$ cat src/rtl/vstat_pkg.sv
package vstat_pkg;

    localparam logic [7:0] SA_STATUS   = 8'h00;
    localparam logic [7:0] SA_CHIPID   = 8'h1C;
    localparam logic [7:0] SA_FIFO     = 8'h80;
    localparam logic [7:0] SA_ODD_LO   = 8'h67;
    localparam logic [7:0] SA_ODD_HI   = 8'h68;
    localparam logic [7:0] SA_EVEN_LO  = 8'h69;
    localparam logic [7:0] SA_EVEN_HI  = 8'h6A;
    localparam logic [2:0] VERSION_CODE = 3'b101;

    typedef enum logic {
        STD_NTSC = 1'b0,
        STD_PAL  = 1'b1
    } video_std_e;

    typedef struct packed {
        logic cc_odd;
        logic cc_even;
        logic seq_first;
        logic field_even;
    } status_t;

    typedef struct packed {
        logic in_err;
        logic buf_err;
        logic ovf;
        logic udf;
    } fifo_flags_t;

    function automatic logic [7:0] pack_status(input status_t s);
        return {VERSION_CODE, s.cc_odd, s.cc_even, 1'b0, s.seq_first, s.field_even};
    endfunction

    function automatic logic [7:0] pack_fifo(input fifo_flags_t f);
        return {4'b0000, f.in_err, f.buf_err, f.ovf, f.udf};
    endfunction

endpackage

$ cat src/rtl/vstat_cc_flag.sv
module vstat_cc_flag #(
    parameter logic [7:0] CLR_LO = 8'h67,
    parameter logic [7:0] CLR_HI = 8'h68
) (
    input  logic       clk,
    input  logic       rst,
    input  logic       wr_en,
    input  logic [7:0] wr_addr,
    input  logic       done,
    output logic       flag
);

    logic clr_hit;
    assign clr_hit = wr_en && ((wr_addr == CLR_LO) || (wr_addr == CLR_HI));

    always_ff @(posedge clk) begin
        if (rst)          flag <= 1'b0;
        else if (done)    flag <= 1'b1;
        else if (clr_hit) flag <= 1'b0;
    end


    cc_set_chk: assert property (@(posedge clk) disable iff (rst)
        done |=> flag);


    cc_clear_chk: assert property (@(posedge clk) disable iff (rst)
        (wr_en && (wr_addr == CLR_LO || wr_addr == CLR_HI) && !done) |=> !flag);


    cc_hold_chk: assert property (@(posedge clk) disable iff (rst)
        (!done && !(wr_en && (wr_addr == CLR_LO || wr_addr == CLR_HI))) |=> $stable(flag));

endmodule

$ cat src/rtl/vstat_field_seq.sv
module vstat_field_seq
    import vstat_pkg::*;
#(
    parameter int NTSC_FIELDS = 4,
    parameter int PAL_FIELDS  = 8
) (
    input  logic       clk,
    input  logic       rst,
    input  logic       field_start,
    input  video_std_e std,
    output logic       seq_first
);

    localparam int MAX_FIELDS = (PAL_FIELDS > NTSC_FIELDS) ? PAL_FIELDS : NTSC_FIELDS;
    localparam int CNT_W      = (MAX_FIELDS > 1) ? $clog2(MAX_FIELDS) : 1;
    localparam logic [CNT_W-1:0] LAST_NTSC = CNT_W'(NTSC_FIELDS - 1);
    localparam logic [CNT_W-1:0] LAST_PAL  = CNT_W'(PAL_FIELDS - 1);

    video_std_e       std_q;
    logic [CNT_W-1:0] cnt;
    logic [CNT_W-1:0] last;
    logic             std_change;

    assign last       = (std == STD_PAL) ? LAST_PAL : LAST_NTSC;
    assign std_change = (std != std_q);
    assign seq_first  = (cnt == '0);

    always_ff @(posedge clk) begin
        if (rst) begin
            std_q <= STD_NTSC;
            cnt   <= '0;
        end else begin
            std_q <= std;
            if (std_change)
                cnt <= '0;
            else if (field_start)
                cnt <= (cnt == last) ? '0 : cnt + 1'b1;
        end
    end


    seq_wrap_chk: assert property (@(posedge clk) disable iff (rst)
        (field_start && !std_change && cnt == last) |=> seq_first);


    seq_hold_chk: assert property (@(posedge clk) disable iff (rst)
        (!field_start && !std_change) |=> $stable(cnt));


    seq_restart_chk: assert property (@(posedge clk) disable iff (rst)
        std_change |=> seq_first);

endmodule

$ cat src/rtl/vstat_fifo_err.sv
module vstat_fifo_err
    import vstat_pkg::*;
(
    input  logic        clk,
    input  logic        rst,
    input  logic        ovf_ev,
    input  logic        udf_ev,
    input  logic        in_ovf_ev,
    input  logic        in_udf_ev,
    input  logic        buf_ovf_ev,
    input  logic        upsample_en,
    input  logic        clr_rd,
    output fifo_flags_t flags
);

    always_ff @(posedge clk) begin
        if (rst) begin
            flags <= '0;
        end else begin
            flags.ovf     <= (flags.ovf & ~clr_rd) | ovf_ev;
            flags.udf     <= (flags.udf & ~clr_rd) | udf_ev;
            flags.in_err  <= flags.in_err | in_ovf_ev | in_udf_ev;
            flags.buf_err <= flags.buf_err | (buf_ovf_ev & upsample_en);
        end
    end


    ovf_latch_chk: assert property (@(posedge clk) disable iff (rst)
        ovf_ev |=> flags.ovf);


    udf_latch_chk: assert property (@(posedge clk) disable iff (rst)
        udf_ev |=> flags.udf);


    ovf_clear_chk: assert property (@(posedge clk) disable iff (rst)
        (clr_rd && !ovf_ev) |=> !flags.ovf);


    in_err_sticky_chk: assert property (@(posedge clk) disable iff (rst)
        flags.in_err |=> flags.in_err);


    buf_err_gate_chk: assert property (@(posedge clk) disable iff (rst)
        (!flags.buf_err && !upsample_en) |=> !flags.buf_err);

endmodule

$ cat src/rtl/vstat_regs.sv
module vstat_regs
    import vstat_pkg::*;
#(
    parameter logic [7:0] CHIP_ID     = 8'h04,
    parameter int         NTSC_FIELDS = 4,
    parameter int         PAL_FIELDS  = 8
) (
    input  logic       clk,
    input  logic       rst,
    input  logic [7:0] sub_addr,
    input  logic       rd_en,
    input  logic       wr_en,
    output logic [7:0] rd_data,
    input  logic       cc_odd_done,
    input  logic       cc_even_done,
    input  logic       field_start,
    input  logic       field_even,
    input  logic       pal_mode,
    input  logic       fifo_ovf,
    input  logic       fifo_udf,
    input  logic       in_fifo_ovf,
    input  logic       in_fifo_udf,
    input  logic       buf_fifo_ovf,
    input  logic       upsample_en
);

    localparam int          NUM_CC = 2;
    localparam logic [15:0] CC_LO  = {SA_EVEN_LO, SA_ODD_LO};
    localparam logic [15:0] CC_HI  = {SA_EVEN_HI, SA_ODD_HI};

    logic [NUM_CC-1:0] cc_done;
    logic [NUM_CC-1:0] cc_flag;
    logic              seq_first;
    fifo_flags_t       fifo_flags;
    status_t           status;
    logic [7:0]        rd_next;
    logic              fifo_rd;

    assign cc_done = {cc_even_done, cc_odd_done};

    for (genvar g = 0; g < NUM_CC; g++) begin : g_cc
        vstat_cc_flag #(
            .CLR_LO (CC_LO[g*8 +: 8]),
            .CLR_HI (CC_HI[g*8 +: 8])
        ) i_flag (
            .clk     (clk),
            .rst     (rst),
            .wr_en   (wr_en),
            .wr_addr (sub_addr),
            .done    (cc_done[g]),
            .flag    (cc_flag[g])
        );
    end

    vstat_field_seq #(
        .NTSC_FIELDS (NTSC_FIELDS),
        .PAL_FIELDS  (PAL_FIELDS)
    ) i_seq (
        .clk         (clk),
        .rst         (rst),
        .field_start (field_start),
        .std         (video_std_e'(pal_mode)),
        .seq_first   (seq_first)
    );

    assign fifo_rd = rd_en && (sub_addr == SA_FIFO);

    vstat_fifo_err i_fifo (
        .clk         (clk),
        .rst         (rst),
        .ovf_ev      (fifo_ovf),
        .udf_ev      (fifo_udf),
        .in_ovf_ev   (in_fifo_ovf),
        .in_udf_ev   (in_fifo_udf),
        .buf_ovf_ev  (buf_fifo_ovf),
        .upsample_en (upsample_en),
        .clr_rd      (fifo_rd),
        .flags       (fifo_flags)
    );

    always_comb begin
        status.cc_odd     = cc_flag[0];
        status.cc_even    = cc_flag[1];
        status.seq_first  = seq_first;
        status.field_even = field_even;
        case (sub_addr)
            SA_STATUS: rd_next = pack_status(status);
            SA_CHIPID: rd_next = CHIP_ID;
            SA_FIFO:   rd_next = pack_fifo(fifo_flags);
            default:   rd_next = 8'h00;
        endcase
    end

    always_ff @(posedge clk) begin
        if (rst)        rd_data <= 8'h00;
        else if (rd_en) rd_data <= rd_next;
    end


    rd_hold_chk: assert property (@(posedge clk) disable iff (rst)
        !rd_en |=> $stable(rd_data));


    unmapped_zero_chk: assert property (@(posedge clk) disable iff (rst)
        (rd_en && sub_addr != SA_STATUS && sub_addr != SA_CHIPID && sub_addr != SA_FIFO)
        |=> (rd_data == 8'h00));


    chip_id_chk: assert property (@(posedge clk) disable iff (rst)
        (rd_en && sub_addr == SA_CHIPID) |=> (rd_data == CHIP_ID));


    status_version_chk: assert property (@(posedge clk) disable iff (rst)
        (rd_en && sub_addr == SA_STATUS) |=> (rd_data[7:5] == 3'b101 && !rd_data[2]));

endmodule

$ cat config.mk
export PLATFORM = sky130hd
export DESIGN_NAME = vstat_regs
export DESIGN_NICKNAME = d
export VERILOG_FILES = /design/src/rtl/vstat_pkg.sv /design/src/rtl/vstat_cc_flag.sv /design/src/rtl/vstat_field_seq.sv /design/src/rtl/vstat_fifo_err.sv /design/src/rtl/vstat_regs.sv
export SDC_FILE = /design/constraint.sdc
export NUM_CORES = 1
export LEC_CHECK = 0
export ABC_CLOCK_PERIOD_IN_PS = 1300
export BUFFER_PORTS_ARGS = -buffer_cell sky130_fd_sc_hd__buf_2
export CAP_MARGIN = 40
export CORE_MARGIN = 8
export CORE_UTILIZATION = 46
export DETAILED_ROUTE_END_ITERATION = 8
export PLACE_DENSITY_LB_ADDON = 0.3
export REMOVE_ABC_BUFFERS = 1
export SLEW_MARGIN = 20
export SYNTH_ARGS = -nofsm -noshare
export SYNTH_HDL_FRONTEND = slang
export SYNTH_SLANG_ARGS = --single-unit
export TNS_END_PERCENT = 10
$ cat constraint.sdc
create_clock -name clk -period 1.3 [get_ports clk]
set_input_delay 0.065 -clock clk [delete_from_list [all_inputs] [get_ports clk]]
set_output_delay 0.065 -clock clk [all_outputs]
set_load 0.02 [all_outputs]
Word level (Yosys, flattened, before mapping)
Cells that the tools add are included.

storage, ports and cells
  output and inout port bits = 8
  bits of input ports = 23
  register bits after elaboration = 18

operators by class
  equal/unequal tests = 8
  add/sub/neg operators = 1
  bitwise gates (word level) = 9
  muxes and demuxes = 7
  reduce and logical (&&, ||, !) cells = 10

operator list
  kind                                                                    count
  8-bit by 7-bit equality test with 1-bit output (second input constant)  4
  8-bit one-hot mux with 3 select lines                                   1
  8-bit by 5-bit equality test with 1-bit output (second input constant)  1
  8-bit equality test (second input constant)                             1
  8-bit zero test                                                         1
  3-bit two-way mux                                                       2
  1-bit OR                                                                5
  1-bit two-way mux                                                       4
  2-bit nonzero test                                                      2
  3-bit by 1-bit adder with 3-bit output (second input constant)          1
  1-bit bitwise AND                                                       3
  3-bit equality test                                                     1
  1-bit logical AND                                                       3
  3-bit zero test                                                         1
  1-bit logical OR                                                        2
  2-bit OR reduction                                                      1
  1-bit != test                                                           1
  1-bit inverter                                                          1

Depth between registers and ports, before layout
Gate-level depths: netlist (run 1).

  depth in word-level cells = 5
  mapped depth = 4

Hierarchy
A second synthesis (run 1) with hierarchy kept.

unflattened totals
  cell total of the unflattened synthesis = 87
  area total of the unflattened synthesis = 840.8 um^2

by module, submodules not included
  module                          times used  cells each  sequential area each (um^2)  area an instance (um^2)
  vstat_regs                      1           37          120.1                        347.8
  vstat_field_seq                 1           22          80.1                         217.7
  vstat_fifo_err                  1           14          80.1                         127.6
  vstat_cc_flag (g_cc[0].i_flag)  1           8           20.0                         75.1
  vstat_cc_flag (g_cc[1].i_flag)  1           6           20.0                         72.6

Worst setup path after synthesis (run 1)
OpenSTA, ideal clock, no wires.

  kind = input-to-reg
  start = input sub_addr[2]
  end = register g_cc[0].i_flag.flag
  buffers on the path = 0
  stages on the path = 3
  data required time = 1169 ps
  path slack = 154 ps
  data arrival time = 1015 ps
  cell sequence = or4b_1 a2111oi_2 nor3_1

between the ends
  cells in the longest elaborated chain, start to end = 4

ends and longest elaborated chain
  item                                            RTL line             text
  start, declared                                 vstat_regs.sv:10     input logic [7:0] sub_addr,
  8-bit by 7-bit equality test with 1-bit output  vstat_cc_flag.sv:14  assign clr_hit = wr_en && ((wr_addr == CLR_LO) || (wr_addr == CLR_HI));
  1-bit logical OR (*)                            vstat_cc_flag.sv:14
  1-bit logical AND (*)                           vstat_cc_flag.sv:14
  2-bit nonzero test (no line) (*)                -
  end signal, assigned                            vstat_cc_flag.sv:17  if (rst) flag <= 1'b0;
  end signal, assigned                            vstat_cc_flag.sv:18  else if (done) flag <= 1'b1;
  end signal, assigned                            vstat_cc_flag.sv:19  else if (clr_hit) flag <= 1'b0;
  end, declared                                   vstat_cc_flag.sv:10  output logic flag

Every way passes the cells marked *; elsewhere a longest branch is shown, timed or not.
A chain may end at the register's enable or synchronous reset.

Worst setup path in the final report (run 1)
  start = input upsample_en
  end = register i_fifo.flags[2] (netlist bit)

between the ends
  cells in the longest elaborated chain, start to end = 2

ends and longest elaborated chain
  item               RTL line              text
  start, declared    vstat_regs.sv:24      input logic upsample_en
  1-bit bitwise AND  vstat_fifo_err.sv:23  flags.buf_err <= flags.buf_err | (buf_ovf_ev & upsample_en);
  1-bit OR           vstat_fifo_err.sv:23
  end, declared      vstat_fifo_err.sv:13  output fifo_flags_t flags

Every way passes these cells.

==> results of run 1 <==
-- layout by cell type (no fill, tap or decap), drive strengths merged --
master,netlist,final
a22oi,1,1
and4b,2,2
or3b,6,6
or4b,1,1
dlygate4sd3,0,6
dfxtp,16,16
nand4bb,1,1
clkbuf,3,4
nand3,1,1
buf,2,35
o31ai,5,5
ha,2,2
nand4b,1,1
mux2i,3,3
inv,7,7
o41ai,2,2
nor4b,1,1
nand2b,2,2
nand2,3,3
nor3,3,3
nor2,10,10
nor2b,1,1
a21oi,4,4
xnor2,3,3
conb,1,1
a31oi,1,1
a211o,1,1
a2111oi,1,1
o31a,2,2
-- power by group through the flow --
| stage | sequential (uW) | clock (uW) | combinational [uW] |
|---|---|---|---|
| 5_1_grt | 521 | 367 | 164 |
| 2_1_floorplan | 527 | 0 | 56.6 |
| 3_3_place_gp | 528 | 0 | 127 |
| 6_report | 517 | 339 | 148 |
| 4_1_cts | 518 | 357 | 150 |
| 3_5_place_dp | 529 | 0 | 132 |
-- cells in the mapped netlist, types with 2 or more instances --
cell      count
nor3_1        3
o41ai_1       2
nand2_1       3
o31ai_1       5
inv_1         7
mux2i_1       3
a21oi_1       4
dfxtp_1      16
nand2b_1      2
ha_1          2
nor2_1       10
or3b_2        6
and4b_1       2
o31a_1        2
xnor2_1       3
clkbuf_1      3
buf_4         2
-- worst max path at each step --
stage,startpoint,endpoint,slack [ps],cells after the start
2_1_floorplan,rd_data[5],rd_data[5],140,2
3_3_place_gp,sub_addr[2],g_cc[0].i_flag.flag,30,4
3_5_place_dp,sub_addr[2],g_cc[0].i_flag.flag,20,4
4_1_cts,in_fifo_udf,i_fifo.flags[3],70,5
5_1_grt,upsample_en,i_fifo.flags[2],4,5
6_report,upsample_en,i_fifo.flags[2],70,5
-- state kept, by name (all words and copies together), names as in the netlist --
signal,flops
g_cc.i_flag.flag,2
i_fifo.flags,4
i_seq.cnt,3
i_seq.std_q,1
rd_data,6
-- layout make-up --
| cell class | instances | share of cell area |
|---|---|---|
| clock buffer | 4 | 0.0340 |
| inverter | 7 | 0.0246 |
| multi-input combinational | 58 | 0.388 |
| sequential | 16 | 0.300 |
| tap | 17 | 0.0199 |
| timing repair buffer | 41 | 0.234 |
-- per-layer routing --
layer | wire length (um) | share of wire | vias up | track usage
li1 | - | - | 383 | -
met5 | 0 | 0 | - | 0
met3 | 116 | 0.060 | 4 | 0.0448
met2 | 951 | 0.49 | 20 | 0.217
met4 | 31 | 0.016 | 0 | 0.0750
met1 | 840 | 0.43 | 335 | 0.136
-- worst reg2reg max path: stages (launching register included) --
cell and delay (ps):
dfxtp_1 330, a21oi_1 100, dlygate4sd3_1 560, nor2_1 40
-- per-stage QoR --
stage          setup WS (ps)  std cells  total power (uW)
3_3_place_gp            25.8        133               656
4_1_cts                 70.3        144              1020
5_1_grt                 3.63        143              1050
6_report                70.5        143              1000
3_5_place_dp            18.0        133               661
2_1_floorplan            142         81               583
-- logic make-up (layout without fill, tap and decap cells) --
kind of cell / after synthesis / in the layout / synth area share
and+or+nand+nor: 32 / 32 / 0.253
AOI/OAI and AO/OA: 17 / 17 / 0.165
DFF: 16 / 16 / 0.407
buffers and inverters: 12 / 52 / 0.0668
xor gates and xnor gates: 3 / 3 / 0.0334
muxes: 3 / 3 / 0.0382
adders and majority gates: 2 / 2 / 0.0318
other: 1 / 1 / 0.00476
-- repair_timing --
action                                 CTS  global route
gates resized for setup                  0             0
hold buffers                             7             0
endpoints found under the hold margin    5             0
setup endpoints to repair                0             1
==> results_dict.tcl, run 1 <==
set metrics [dict create \
    fin_hold_ws_ps -16.8 \
    cp.arrival_ps 1410 \
    nets 152 \
    num_vias 742 \
    via_per_inst 5.19 \
    die_h_um 57.4 \
    clock-sinks 16 \
    gp_congestion 0.768 \
    internal_power_uw 757 \
    post-route-period-util 0.946 \
    cp-end-kind "flop" \
    tns_ps 0 \
    globalRouteOverflowTotal 0 \
    ys.flop_type "dfxtp_1" \
    track_usage 0.129 \
    fillers 147 \
    start_util 0.471 \
    synth_cells 86 \
    cap_violations 0 \
    worstPathCellList "dlygate4sd3_1 > buf_2 > a21oi_1 > dlygate4sd3_1 > nor2_1" \
    multiInputGateArea_um2 414 \
    numCtsBuffers 3 \
    synth_area_um2 787 \
    utilization 0.640 \
    clock.fmax_mhz 813 \
    synthArstFlopShare 0 \
    stdcell_area_um2 1070 \
    r2r_setup_slack_ps 170 \
    switchingPower_uw 247 \
    failed_checks "negative hold slack" \
    grt_pass1_wl_um 3410 \
    first_pass_iters 4 \
    slew_violations 0 \
    worstSkewPairLatency_ps 290 \
    rsz0062_at_grt "false" \
    crit_required_ps 1480 \
    yosys_register_bits 16 \
    post_cts_buffers 0 \
    drt-wirelength-per-cell_um 13.6 \
    drc 0 \
    rows 15 \
    hold_end "i_fifo.flags[3]" \
    cts.htree.levels 1 \
    antenna_found_initial 0 \
    die_w_um 57.4 \
    clkTransAtPathRegs_ps 90 \
    design.core.area_um2 1670 \
    crit_path_start_kind "input pin" \
    peakVddDrop_v 0.000677 \
    drt-total-wl_um 1940 \
    cp.buffers_inverters 3 \
    seqPwrFrac 0.516 \
    die_area_um2 3290 \
    seq_area_frac_synth 0.407 \
    register_area_um2 320 \
    p_sw_frac 0.246 \
    cts_tree "done" \
    r2r-start "i_fifo.flags[2]" \
    grt_max_degree 21 \
    final-hold-violation-count 1 \
    pwr-share-comb 0.147 \
    min_period_ps 1230 \
    io_pins 31 \
    synth-edff-count 0 \
    status "complete, but fails checks" \
    critical_path_class "in2reg" \
    powerDensity_nw_per_um2 939 \
    drt_iter0_markers 14 \
    r2r_cells 3 \
    synth_top_area_share 0.407 \
    synth_top_area_cell "dfxtp_1" \
    hold_start "in_fifo_ovf" \
    rr_endpoint "i_fifo.flags[2]" \
    cts-root-buf "clkbuf_4" \
    antenna_left 0 \
    holdPathStages 3 \
    netlist-cell-type-count 28 \
    syn_to_final_growth_pct 35.8 \
    cpMaxStageDelayCell "dlygate4sd3_1" \
    worstPathMaxFanout 1 \
    crit_family "buffers and inverters" \
    clkPwrFrac 0.338 \
    hp-class "in2reg" \
    slowest_delay_ps 560 \
    ys_warn_count 0 \
    avgSynthCellArea_um2 9.15 \
    dp_hpwl_um 1490 \
    clockBufferDepth 2 \
    drive_gt1_frac 0.365 \
    placement.cell_area_um2 972 \
    first_global_vias 781 \
    io_buffers 29 \
    critPathMostFrequentCell "dlygate4sd3_1" \
    final-setup-viol-count 0 \
    finalClockSkew_ps 2.89 \
    diodes 0 \
    yosys-top-cells-area "dfxtp_1 41%, or3b_2 6.7%, nor2_1 4.8%" \
    p_leak_uw 0.000490 \
]
(Power assumes the default switching activity.)
==> run 2, diff against run 1 <==
- ABC_CLOCK_PERIOD_IN_PS: 1300 -> 1370
- CORE_UTILIZATION: 46 -> 49
- CTS_BUF_LIST: default -> sky130_fd_sc_hd__clkbuf_4
- clock period: 1.3 -> 1.37 ns (I/O delays scaled with it)
==> results_dict.tcl, run 2 (synthesis results as in run 1) <==
set metrics [dict create \
    first_global_vias 749 \
    first_pass_iters 4 \
    hp-class "in2reg" \
    crit_path_start_kind "input pin" \
    cts.htree.levels 1 \
    final_common_cell "buf_2" \
    hold_buffers 2 \
    place_ws_ps 30.6 \
    rows 14 \
    status "complete, no violations" \
    clockBufferDepth 2 \
    die_h_um 56.1 \
    cts_resized 0 \
    cap_violations 0 \
    p_sw_frac 0.246 \
    largest_reg_flops 6 \
    num_vias 722 \
    fin_cells 134 \
    critical_path_class "in2reg" \
    powerDensity_nw_per_um2 872 \
    dp_hpwl_um 1370 \
    numCtsBuffers 3 \
    seqPwrFrac 0.570 \
    clkTransAtPathRegs_ps 90 \
    p_leak_uw 0.000452 \
    post_cts_buffers 0 \
    worstSkewPairLatency_ps 280 \
    utilization 0.655 \
    grt_max_degree 21 \
    track_usage 0.114 \
    gp_congestion 0.838 \
    antenna_left 0 \
    worstPathMaxFanout 1 \
    switchingPower_uw 212 \
    clkPwrFrac 0.287 \
    internal_power_uw 649 \
    nets 144 \
    slew_violations 0 \
    io_buffers 29 \
    crit_required_ps 1540 \
    globalRouteOverflowTotal 0 \
    die_w_um 56.1 \
    cp.arrival_ps 1420 \
    worst_slack_ps 117 \
    grt_pass1_wl_um 3080 \
    clock.fmax_mhz 798 \
    final-setup-viol-count 0 \
    cts_tree "done" \
    clock-sinks 16 \
    post-route-period-util 0.915 \
    cts-root-buf "clkbuf_4" \
    top_register "rd_data" \
    die_area_um2 3140 \
    syn_to_final_growth_pct 25.4 \
    drt_iter0_markers 27 \
    diodes 0 \
    drt-wirelength-per-cell_um 13.0 \
    cp-end-kind "flop" \
    drive_gt1_frac 0.347 \
    finalClockSkew_ps 3.78 \
    io_pins 31 \
    dp.cells 128 \
    drt-total-wl_um 1740 \
    rsz0062_at_grt "false" \
    start_util 0.522 \
    antenna_found_initial 0 \
    largest_registers "rd_data (6), i_fifo.flags (4), i_seq.cnt (3)" \
    via_per_inst 5.39 \
    design.core.area_um2 1510 \
    peakVddDrop_v 0.000603 \
    tns_ps 0 \
    pwr-share-comb 0.143 \
    final_cell_mix "29 x buf_2, 16 x dfxtp_1, 10 x nor2_1" \
    min_period_ps 1250 \
    final-hold-violation-count 0 \
    drc 0 \
]
run 2: worst paths after layout:
| kind | startpoint | cells past startpoint | slack, ps | endpoint |
|---|---|---|---|---|
| setup / recovery | in_fifo_udf | 5 | 120 | i_fifo.flags[3] |
| hold / removal | cc_even_done | 3 | 10 | g_cc[1].i_flag.flag |
| setup reg to reg | i_fifo.flags[3] | 3 | 180 | i_fifo.flags[3] |
| hold reg to reg | g_cc[0].i_flag.flag | 2 | 470 | rd_data[4] |
run 2: metrics by stage:
step	hold slack, ps	power, uW	cell area, um2
6_report	10.4	861	987
5_1_grt	20.4	915	987
4_1_cts	6.03	868	987
3_5_place_dp	288	621	941
3_3_place_gp	274	617	941
2_1_floorplan	138	554	761
run 2: area by class of cell:
cell class              instances  area [um2]
clock inverters                 1        3.75
flip-flops and latches         16         320
inverters                       7        26.3
clock buffers                   3        22.5
well taps                      16        20.0
multi-input cells              58         414
repair buffers                 33         180
fillers                       133         519
run 2: critical path, cell delays in order:
cell           delay, ps
dlygate4sd3_1        530
buf_2                120
nor3_1               110
dlygate4sd3_1        560
nor2_1                40
run 2: power by group through the flow:
| stage | sequential (uW) | clock [uW] | combinational, uW |
|---|---|---|---|
| after floorplan | 500 | 0 | 53.7 |
| after global placement | 501 | 0 | 116 |
| after detailed placement | 502 | 0 | 119 |
| after CTS | 491 | 253 | 124 |
| after global routing | 494 | 281 | 140 |
| final | 491 | 247 | 123 |
run 2: layer usage:
layer | vias to the layer above | track usage | wire length [um]
met4 | 0 | 0.0481 | 19
met5 | - | 0 | 0
met2 | 22 | 0.165 | 730
met1 | 325 | 0.144 | 878
li1 | 371 | - | -
met3 | 4 | 0.0457 | 111
==> run 3, diff against run 2 <==
- ABC_AREA: default -> 1
- ABC_CLOCK_PERIOD_IN_PS: 1370 -> 1300
- CORE_UTILIZATION: 49 -> 50
- clock period: 1.37 -> 1.3 ns (I/O delays scaled with it)
==> results_dict.tcl, run 3 <==
set metrics [dict create \
    crit_path_start_kind "flop" \
    antenna_left 0 \
    grt_max_degree 15 \
    worstPathMaxFanout 2 \
    largest_reg_flops 6 \
    gp_congestion 0.772 \
    cap_violations 0 \
    clock.fmax_mhz 862 \
    post-route-period-util 0.892 \
    syn_to_final_growth_pct 21.4 \
    worst_slack_ps 140 \
    globalRouteOverflowTotal 0 \
    crit_required_ps 1470 \
    cts.htree.levels 1 \
    cts_resized 0 \
    via_per_inst 4.88 \
    netlist-cell-type-count 22 \
    powerDensity_nw_per_um2 892 \
    rsz0062_at_grt "false" \
    clockBufferDepth 2 \
    io_pins 31 \
    synthArstFlopShare 0 \
    place_ws_ps 209 \
    post_cts_buffers 0 \
    top_register "rd_data" \
    fin_hold_ws_ps -11.8 \
    synth_cells 121 \
    hp-class "in2reg" \
    design.core.area_um2 1540 \
    start_util 0.540 \
    p_leak_uw 0.000503 \
    rows 14 \
    diodes 0 \
    first_pass_iters 4 \
    antenna_found_initial 0 \
    cts_tree "done" \
    ys_warn_count 0 \
    yosys_register_bits 16 \
    slew_violations 0 \
    io_buffers 29 \
    nets 178 \
    register_area_um2 320 \
    drt_iter0_markers 22 \
    track_usage 0.117 \
    finalClockSkew_ps 0.781 \
    placement.cell_area_um2 963 \
    stdcell_area_um2 1010 \
    die_h_um 56.8 \
    final-hold-violation-count 1 \
    synth-edff-count 0 \
    largest_registers "rd_data (6), i_fifo.flags (4), i_seq.cnt (3)" \
    seq_area_frac_synth 0.385 \
    drt-total-wl_um 1820 \
    first_global_vias 810 \
    grt_pass1_wl_um 3200 \
    failed_checks "negative hold slack" \
    tns_ps 0 \
    critical_path_class "reg2reg" \
    worstSkewPairLatency_ps 280 \
    final_cell_mix "30 x nand2_1, 29 x buf_2, 17 x inv_1" \
    num_vias 819 \
    ys.flop_type "dfxtp_1" \
    multiInputGateArea_um2 414 \
    die_area_um2 3230 \
    synth_common_cells "30 x nand2_1, 17 x inv_1, 16 x dfxtp_1, 14 x nor2_1, 12 x a21oi_1" \
    avgSynthCellArea_um2 6.88 \
    final_common_cell "nand2_1" \
    clkTransAtPathRegs_ps 90 \
    drt-wirelength-per-cell_um 10.8 \
    final-setup-viol-count 0 \
    numCtsBuffers 3 \
    drive_gt1_frac 0.263 \
    fillers 156 \
    status "complete, but fails checks" \
    cp-end-kind "flop" \
    clock-sinks 16 \
    cp.arrival_ps 1330 \
    dp_hpwl_um 1470 \
    drc 0 \
    peakVddDrop_v 0.000524 \
    die_w_um 56.8 \
    yosys-top-cells-area "dfxtp_1 38%, nand2_1 14%, inv_1 7.7%" \
    synth_top_area_share 0.385 \
    synth_area_um2 832 \
    synth_top_area_cell "dfxtp_1" \
    min_period_ps 1160 \
    cts-root-buf "clkbuf_4" \
    synth_most_common_cell "nand2_1" \
]
run 3: cell families after synthesis:
kind of cell | Yosys count | share of synthesized area
simple gates | 60 | 0.314
compound gates | 21 | 0.149
buf+inv | 21 | 0.117
flops | 16 | 0.385
fa+ha+maj | 2 | 0.0301
other cells | 1 | 0.00451
run 3: worst paths after layout:
check                    end       startpoint  slack, ps  depth (start not counted)
max reg2reg     i_seq.cnt[0]     i_seq.cnt[0]        140                          5
min          i_fifo.flags[3]      in_fifo_ovf        -10                          3
max             i_seq.cnt[0]     i_seq.cnt[0]        140                          5
min reg2reg  i_fifo.flags[1]  i_fifo.flags[1]        470                          2
run 3: critical path: stages, from the launching register on:
cell,delay (ps)
dfxtp_1,340
ha_1,170
a21boi_0,250
o21ai_0,140
nand3_1,90
a21oi_1,60
run 3: through the flow:
stage                     total power (uW)   util  cells  hold WS, ps
after detailed placement               644  0.625    162          279
after floorplan                        581      -    117          127
after global placement                 639  0.625    162          268
final                                  901  0.655    168        -11.8
after CTS                              914  0.662    169        0.302
after global routing                   956  0.655    168         3.73
run 3: layer usage:
layer  track usage  part of all wire  routed length [um]  vias up
met5             0                 0                   0        -
met4        0.0403             0.015                  27        0
met3        0.0472             0.094                 171        5
met2         0.194              0.45                 816       33
met1         0.132              0.44                 803      344
li1              -                 -                   -      437
run 3: power by group:
part / internal, uW / switching, uW / total, uW / leakage [uW]
Sequential: 507 / 9.13 / 517 / 0.000131
Combinational: 51.3 / 68.9 / 120 / 0.000357
Clock: 112 / 152 / 264 / 0.0000154
run 3: final cells by class:
type                            instances  share of cell area
Clock inverter                          1             0.00372
Multi-Input combinational cell         84               0.410
Inverter                               17              0.0632
Timing Repair Buffer                   31               0.164
Clock buffer                            3              0.0223
Sequential cell                        16               0.317
Tap cell                               16              0.0198
run 3: what timing repair did:
action,4_1_cts,5_1_grt
endpoints found under the hold margin,2,0
setup endpoints to repair,0,1
hold buffers,3,0
